[src/rtl/uart_regfile.sv]
module uart_regfile #(
  parameter int DIV_W  = 16,
  parameter int FRAC_W = 6,
  parameter int INT_W  = 11
) (
  input  logic                     clk,
  input  logic                     rst_n,
  input  logic                     bus_en,
  input  logic                     bus_we,
  input  logic [9:0]               bus_addr,
  input  logic [15:0]              bus_wdata,
  output logic [31:0]              bus_rdata,
  input  logic [11:0]              rx_head,
  input  logic                     rx_empty,
  input  logic                     rx_full,
  input  logic                     tx_empty,
  input  logic                     tx_full,
  input  logic [INT_W-1:0]         int_set,
  output logic                     rx_pop,
  output logic                     tx_push,
  output logic [7:0]               tx_data,
  output logic                     fifo_flush,
  output logic                     fifo_en,
  output logic                     send_break,
  output logic [15:0]              ctrl,
  output logic [5:0]               fifo_level,
  output logic [7:0]               irda_lp,
  output logic [2:0]               dma_ctrl,
  output logic [DIV_W+FRAC_W-1:0]  baud_div,
  output logic                     baud_zero,
  output logic                     irq
);

  localparam int TX_BIT = 5;

  logic             wr, rd;
  logic [3:0]       rsr_q;
  logic [7:0]       lcr_q;
  logic [DIV_W-1:0] ibrd_q;
  logic [FRAC_W-1:0] fbrd_q;
  logic [INT_W-1:0] mask_q, raw_q, clr_v;
  logic [31:0]      rmux;
  logic             take_rx, put_tx;

  assign wr      = bus_en &  bus_we;
  assign rd      = bus_en & ~bus_we;
  assign take_rx = rd && bus_addr == 10'd0 && !rx_empty;
  assign put_tx  = wr && bus_addr == 10'd0;
  assign clr_v   = (wr && bus_addr == 10'd17) ? bus_wdata[INT_W-1:0] : '0;

  assign fifo_en    = lcr_q[4];
  assign send_break = lcr_q[0];
  assign baud_div   = {ibrd_q, fbrd_q};
  assign baud_zero  = (ibrd_q == '0);
  assign irq        = |(raw_q & mask_q);

  function automatic logic [7:0] id_byte(input logic [2:0] i);
    case (i)
      3'd0: id_byte = 8'h11;
      3'd1: id_byte = 8'h10;
      3'd2: id_byte = 8'h14;
      3'd3: id_byte = 8'h00;
      3'd4: id_byte = 8'h0D;
      3'd5: id_byte = 8'hF0;
      3'd6: id_byte = 8'h05;
      default: id_byte = 8'hB1;
    endcase
  endfunction

  always_comb begin
    rmux = '0;
    if (bus_addr[9:3] == 7'h7F) rmux = {24'd0, id_byte(bus_addr[2:0])};
    else case (bus_addr)
      10'd0:  rmux = {20'd0, rx_head};
      10'd1:  rmux = {28'd0, rsr_q};
      10'd6:  rmux = {24'd0, tx_empty, rx_full, tx_full, rx_empty, 4'd0};
      10'd8:  rmux = 32'(irda_lp);
      10'd9:  rmux = 32'(ibrd_q);
      10'd10: rmux = 32'(fbrd_q);
      10'd11: rmux = 32'(lcr_q);
      10'd12: rmux = 32'(ctrl);
      10'd13: rmux = 32'(fifo_level);
      10'd14: rmux = 32'(mask_q);
      10'd15: rmux = 32'(raw_q);
      10'd16: rmux = 32'(raw_q & mask_q);
      10'd18: rmux = 32'(dma_ctrl);
      default: rmux = '0;
    endcase
  end

  always_ff @(posedge clk) begin
    if (!rst_n) begin
      bus_rdata  <= '0;
      rsr_q      <= '0;
      lcr_q      <= '0;
      ibrd_q     <= '0;
      fbrd_q     <= '0;
      mask_q     <= '0;
      raw_q      <= '0;
      ctrl       <= 16'h0300;
      fifo_level <= 6'h12;
      irda_lp    <= '0;
      dma_ctrl   <= '0;
      rx_pop     <= 1'b0;
      tx_push    <= 1'b0;
      tx_data    <= '0;
      fifo_flush <= 1'b0;
    end else begin
      rx_pop     <= take_rx;
      tx_push    <= put_tx;
      fifo_flush <= wr && bus_addr == 10'd11 && (bus_wdata[4] != lcr_q[4]);
      raw_q      <= (raw_q & ~clr_v) | int_set | (put_tx ? INT_W'(1 << TX_BIT) : '0);
      if (rd) bus_rdata <= rmux;
      if (put_tx) tx_data <= bus_wdata[7:0];
      if (wr && bus_addr == 10'd1) rsr_q <= '0;
      else if (take_rx)            rsr_q <= rx_head[11:8];
      if (wr) case (bus_addr)
        10'd8:  irda_lp    <= bus_wdata[7:0];
        10'd9:  ibrd_q     <= bus_wdata[DIV_W-1:0];
        10'd10: fbrd_q     <= bus_wdata[FRAC_W-1:0];
        10'd11: lcr_q      <= bus_wdata[7:0];
        10'd12: ctrl       <= bus_wdata;
        10'd13: fifo_level <= bus_wdata[5:0];
        10'd14: mask_q     <= bus_wdata[INT_W-1:0];
        10'd18: dma_ctrl   <= bus_wdata[2:0];
        default: ;
      endcase
    end
  end

  assert_pop_src_R3: assert property (@(posedge clk) disable iff (!rst_n)
    rx_pop |-> $past(bus_en && !bus_we && bus_addr == 10'd0 && !rx_empty));

  assert_push_src_R4: assert property (@(posedge clk) disable iff (!rst_n)
    tx_push |-> $past(bus_en && bus_we && bus_addr == 10'd0));

  assert_rsr_clear_R5: assert property (@(posedge clk) disable iff (!rst_n)
    $past(bus_en && bus_we && bus_addr == 10'd1) |-> rsr_q == 4'd0);

  assert_raw_sticky_R7: assert property (@(posedge clk) disable iff (!rst_n)
    !$past(bus_en && bus_we && bus_addr == 10'd17) |-> ((raw_q & $past(raw_q)) == $past(raw_q)));

  assert_flush_flip_R8: assert property (@(posedge clk) disable iff (!rst_n)
    fifo_flush |-> (lcr_q[4] != $past(lcr_q[4])));

  assert_ctrl_hold_R2: assert property (@(posedge clk) disable iff (!rst_n)
    !$past(bus_en && bus_we && bus_addr == 10'd12) |-> $stable(ctrl));

endmodule

[config.mk]
export PLATFORM = sky130hd
export DESIGN_NAME = uart_regfile
export DESIGN_NICKNAME = d
export VERILOG_FILES = /design/src/rtl/uart_regfile.sv
export SDC_FILE = /design/constraint.sdc
export NUM_CORES = 1
export LEC_CHECK = 0
export BUFFER_PORTS_ARGS = -buffer_cell sky130_fd_sc_hd__buf_2
export CAP_MARGIN = 20
export CORE_UTILIZATION = 33
export DETAILED_ROUTE_END_ITERATION = 16
export SYNTH_ARGS = -nofsm -noshare
export SYNTH_HDL_FRONTEND = slang
export SYNTH_SLANG_ARGS = --single-unit
export TNS_END_PERCENT = 30
[constraint.sdc]
create_clock -name clk -period 2.4 [get_ports clk]
set_input_delay 0.36 -clock clk [delete_from_list [all_inputs] [get_ports clk]]
set_output_delay 0.36 -clock clk [all_outputs]
set_load 0.03 [all_outputs]
Word level (Yosys, flattened, before mapping)
Cells that the tools add are included.

operators by class
  equal/unequal tests = 21
  mux-type cells = 5
  bitwise logic cells = 10
  reductions and logical operators = 21

operator list
  cell                                                               count
  16-bit case mux with 13 select lines                               1
  10-bit by 4-bit == test with 1-bit output (second input constant)  8
  8-bit case mux with 7 select lines                                 1
  11-bit bitwise AND                                                 3
  10-bit by 5-bit == test with 1-bit output (second input constant)  3
  16-bit logical NOT                                                 1
  16-bit 2-to-1 mux                                                  1
  2-bit AND reduction                                                8
  11-bit 2-to-1 mux                                                  1
  11-bit inverter                                                    1
  11-bit bitwise OR                                                  1
  11-bit by 6-bit bitwise OR with 11-bit output                      1
  11-bit OR reduction                                                1
  10-bit by 1-bit == test with 1-bit output (second input constant)  1
  10-bit by 3-bit == test with 1-bit output (second input constant)  1
  10-bit logical NOT                                                 1
  3-bit == test (second input constant)                              3
  7-bit == test (second input constant)                              1
  1-bit logical AND                                                  7
  3-bit by 2-bit == test with 1-bit output (second input constant)   2
  6-bit 2-to-1 mux                                                   1
  3-bit by 1-bit == test with 1-bit output (second input constant)   1
  3-bit logical NOT                                                  1
  1-bit bitwise AND                                                  2
  other kinds (4)                                                    5

storage, ports and cells
  register bits after elaboration = 132
  output and inout port bits = 102
  logic and storage cells = 72

Depth between registers and ports, before layout
  depth after elaboration = 7
  mapped depth = 8

Worst setup path before layout
OpenSTA, ideal clock, no wires.

  kind = input-to-reg
  start point = input port bus_addr[2]
  end point = register ibrd_q[14]
  library setup time = 132 ps
  arrival time = 1816 ps
  path slack = 452 ps
  stages on the path = 7
  path through = buf_2 or3_4 nor4_4 nand2_2 buf_6 nand2_1 a21oi_1

between the ends
  cells in the longest elaborated chain, start to end = 2

RTL lines
  item                                       RTL line  source
  start, declared                            10        input logic [9:0] bus_addr,
  10-bit by 4-bit == test with 1-bit output  117       if (wr) case (bus_addr)
  2-bit AND reduction (no line)              -
  end signal, assigned                       119       10'd9: ibrd_q <= bus_wdata[DIV_W-1:0];
  end, declared                              39        logic [DIV_W-1:0] ibrd_q;

Every way passes these cells.
A chain may end at the register's enable or synchronous reset.

Worst setup path in the final report
  start point = register ibrd_q[3]
  end point = output port baud_zero

between the ends
  cells in the longest elaborated chain, start to end = 1

RTL lines
  item                RTL line  source
  16-bit logical NOT  54        assign baud_zero = (ibrd_q == '0);
  end, declared       30        output logic baud_zero,

Every way passes these cells.

==> flow_summary.ini <==
[synth]
avgSynthCellArea_um2 = 8.62
synth-edff-count = 0
yosysTopAreaCellShare_pct = 40.7
yosysSeqAreaShare_pct = 40.7
async_flop_share_pct = 0
ys.warnings.count = 0
synthTopCellsByArea = dfxtp_1, mux2i_1, nand2_1
yosys.cell_types.count = 67
synth.largest_area_cell = dfxtp_1
synth.cell_area_mm2 = 0.00571
synth_ff_type = dfxtp_1
synthCells = 662
synth-seq-cells = 116

[routing]
vias_per_cell = 5.41
postRouteWirelength_um = 21200
dr_total_vias = 5655
drtIter0Drc = 472
drc = 0
routedWlPerCell_um = 20.3
ant_nets = 0
first_pass_iters = 5

[grt]
grt_max_degree = 87
antenna_found_initial = 0
grt_use_met3_pct = 6.24
grt_remaining_overflow = 0
gr-max-usage-layer = met2
grt_pass1_vias = 5383
grt_use_met1_pct = 32.8
grt_usage_pct = 24.1
grt_first_pass_wirelength_um = 32200
globalRouteMet2Util_pct = 36.7

[power]
ir_worst_vdd_mv = 0.478
power_mw = 4.80
power_density_mw_per_mm2 = 656
p_leak_nw = 3.08

[worst_setup_path]
arrival_ns = 1.70
r2r-start = ibrd_q[5]
r2r_end = bus_rdata[5]
required_ns = 2.04
worst-path-max-fanout = 4
path_class = flip-flop to primary output
reg2reg_slack_ns = 0.78
startpoint_type = flip-flop
cp-end-kind = primary output
r2r_cells = 5

[sta]
fin_crit_ns = 2.06
drv_slew = 0
finalSetupViolations = 0
tightest_slew_ns = 0.998
finalSetupTns_ns = 0
slew_headroom_pct = 33.5
min_period_over_period_pct = 85.8
max_freq_mhz = 486
timing.final.hold_violations = 0
rsz0062_at_grt = no
skew_ns = 0.0127

[clock_tree]
clock-root-buffer = clkbuf_16
post_cts_buffers = 0
cts-buffers-inserted = 17
cts_resized = 0
clkSlewWorstSetupHoldPaths_ns = 0.06
htree_levels = 4
cts_buffer_depth = 2
clock_latency_ns = 0.42
clock-sinks = 116
cts_tree = built
ctsHoldBuffers = 0

[cells_and_area]
diodes = 0
syn_to_final_growth_pct = 28.2
layout_commonest_cell = buf_2
drive_gt1_share_pct = 30.3
finalNetCount = 872
fillers = 1695
mostFrequentLayoutCells = buf_2, nand2_1, dfxtp_1

[job]
max-cap-violations = 0

[min_path]
whs_endpoint = raw_q[7]
min_from = int_set[7]
whs_path_depth = 2
hp-class = primary input to flip-flop

[floorplan]
core_region_area_mm2 = 0.0168
rows = 47
die_w_um = 134
dieArea_mm2 = 0.0178
io_pins = 159
start_util_pct = 34.1
die_y_um = 134

[placement]
routabilityCongestion = 0.938
place.port_buffers = 142
post-dp-hpwl_um = 15500

[outcome]
status = finished, final reports clean
[cells by family (layout without fill, tap and decap cells)]
kind of cell / Yosys count / in the layout / synth area share, %
AO/OA/AOI/OAI: 155 / 155 / 18.8
other: 1 / 16 / 0.0657
multiplexers: 59 / 59 / 11.3
AND/OR/NAND/NOR: 263 / 263 / 22.8
buffers and inverters: 67 / 216 / 6.20
XOR/XNOR: 1 / 1 / 0.153
flip-flops: 116 / 116 / 40.7
[per-stage QoR]
stage	area (µm²)	setup slack [ns]	utilization, %	cells	hold WS (ns)
CTS	7320	0.262	43.7	1046	0.133
detailed placement	6750	0.158	40.3	1016	0.444
floorplan	5770	0.452	-	677	0.455
global route	7320	0.263	43.7	1046	0.136
global placement	6750	0.131	40.3	1016	0.435
finish	7320	0.340	43.7	1046	0.144
[cells in the mapped netlist (4+ instances only)]
master / instances
nand2_1: 125
dfxtp_1: 116
a21oi_1: 52
mux2i_1: 51
nor2_1: 49
clkbuf_1: 26
buf_2: 16
buf_4: 16
a22oi_1: 15
nand3_1: 15
o21a_1: 13
a21boi_0: 11
nor3_1: 11
o21ai_0: 11
a31oi_1: 10
and2_1: 9
nor4_1: 8
nor2b_1: 6
nor3_2: 6
and3_1: 5
nand2b_1: 5
a221oi_1: 4
and4_1: 4
inv_1: 4
mux2_2: 4
mux4_2: 4
o21ai_1: 4
o22ai_2: 4
[flip-flops by register name, indices dropped and copies added (netlist names), 3 cells and up]
name and count:
ibrd_q 16, mask_q 11, rsr_q 4, raw_q 11, bus_rdata 16, tx_data 8, irda_lp 8, dma_ctrl 3
fifo_level 6, fbrd_q 6, lcr_q 8, ctrl 16
[metal layers]
metal | vias to the layer above | part of all wire (%) | wire length, µm
li1 | 2647 | - | -
met1 | 2701 | 45 | 9460
met2 | 277 | 45 | 9490
met3 | 30 | 8.7 | 1840
met4 | 0 | 1.9 | 413
met5 | - | 0 | 0
[how the worst max path moves through the flow]
| stage | start | to | slack [ns] | cells after the start |
|---|---|---|---|---|
| after floorplan | bus_addr[2] | ibrd_q[14] | 0.45 | 7 |
| after global placement | bus_addr[1] | bus_rdata[7] | 0.13 | 7 |
| after detailed placement | bus_addr[1] | bus_rdata[7] | 0.16 | 7 |
| after CTS | ibrd_q[3] | baud_zero | 0.26 | 3 |
| after global routing | ibrd_q[3] | baud_zero | 0.26 | 3 |
| final | ibrd_q[3] | baud_zero | 0.34 | 3 |
[worst max-delay path, cell delays in order, from the launching register on]
cell	delay, ns
dfxtp_1	0.39
nor4_1	0.40
and4_1	0.28
buf_2	0.20
[report_power, final]
part / switching (mW) / internal, mW / leakage [nW]
clock network: 0.900 / 1.59 / 0.285
registers: 0.0183 / 1.94 / 0.938
logic: 0.239 / 0.110 / 1.86
[cell type report]
class	count	area, µm²	share of cell area, %
sequential	116	2320	31.7
clock inverter	9	105	1.44
timing repair buffer	181	1040	14.2
tap	220	275	3.76
multi-input combinational	494	3090	42.2
clock buffer	21	470	6.43
inverter	5	18.8	0.256
Note: power is estimated with default switching activity, not from simulation.
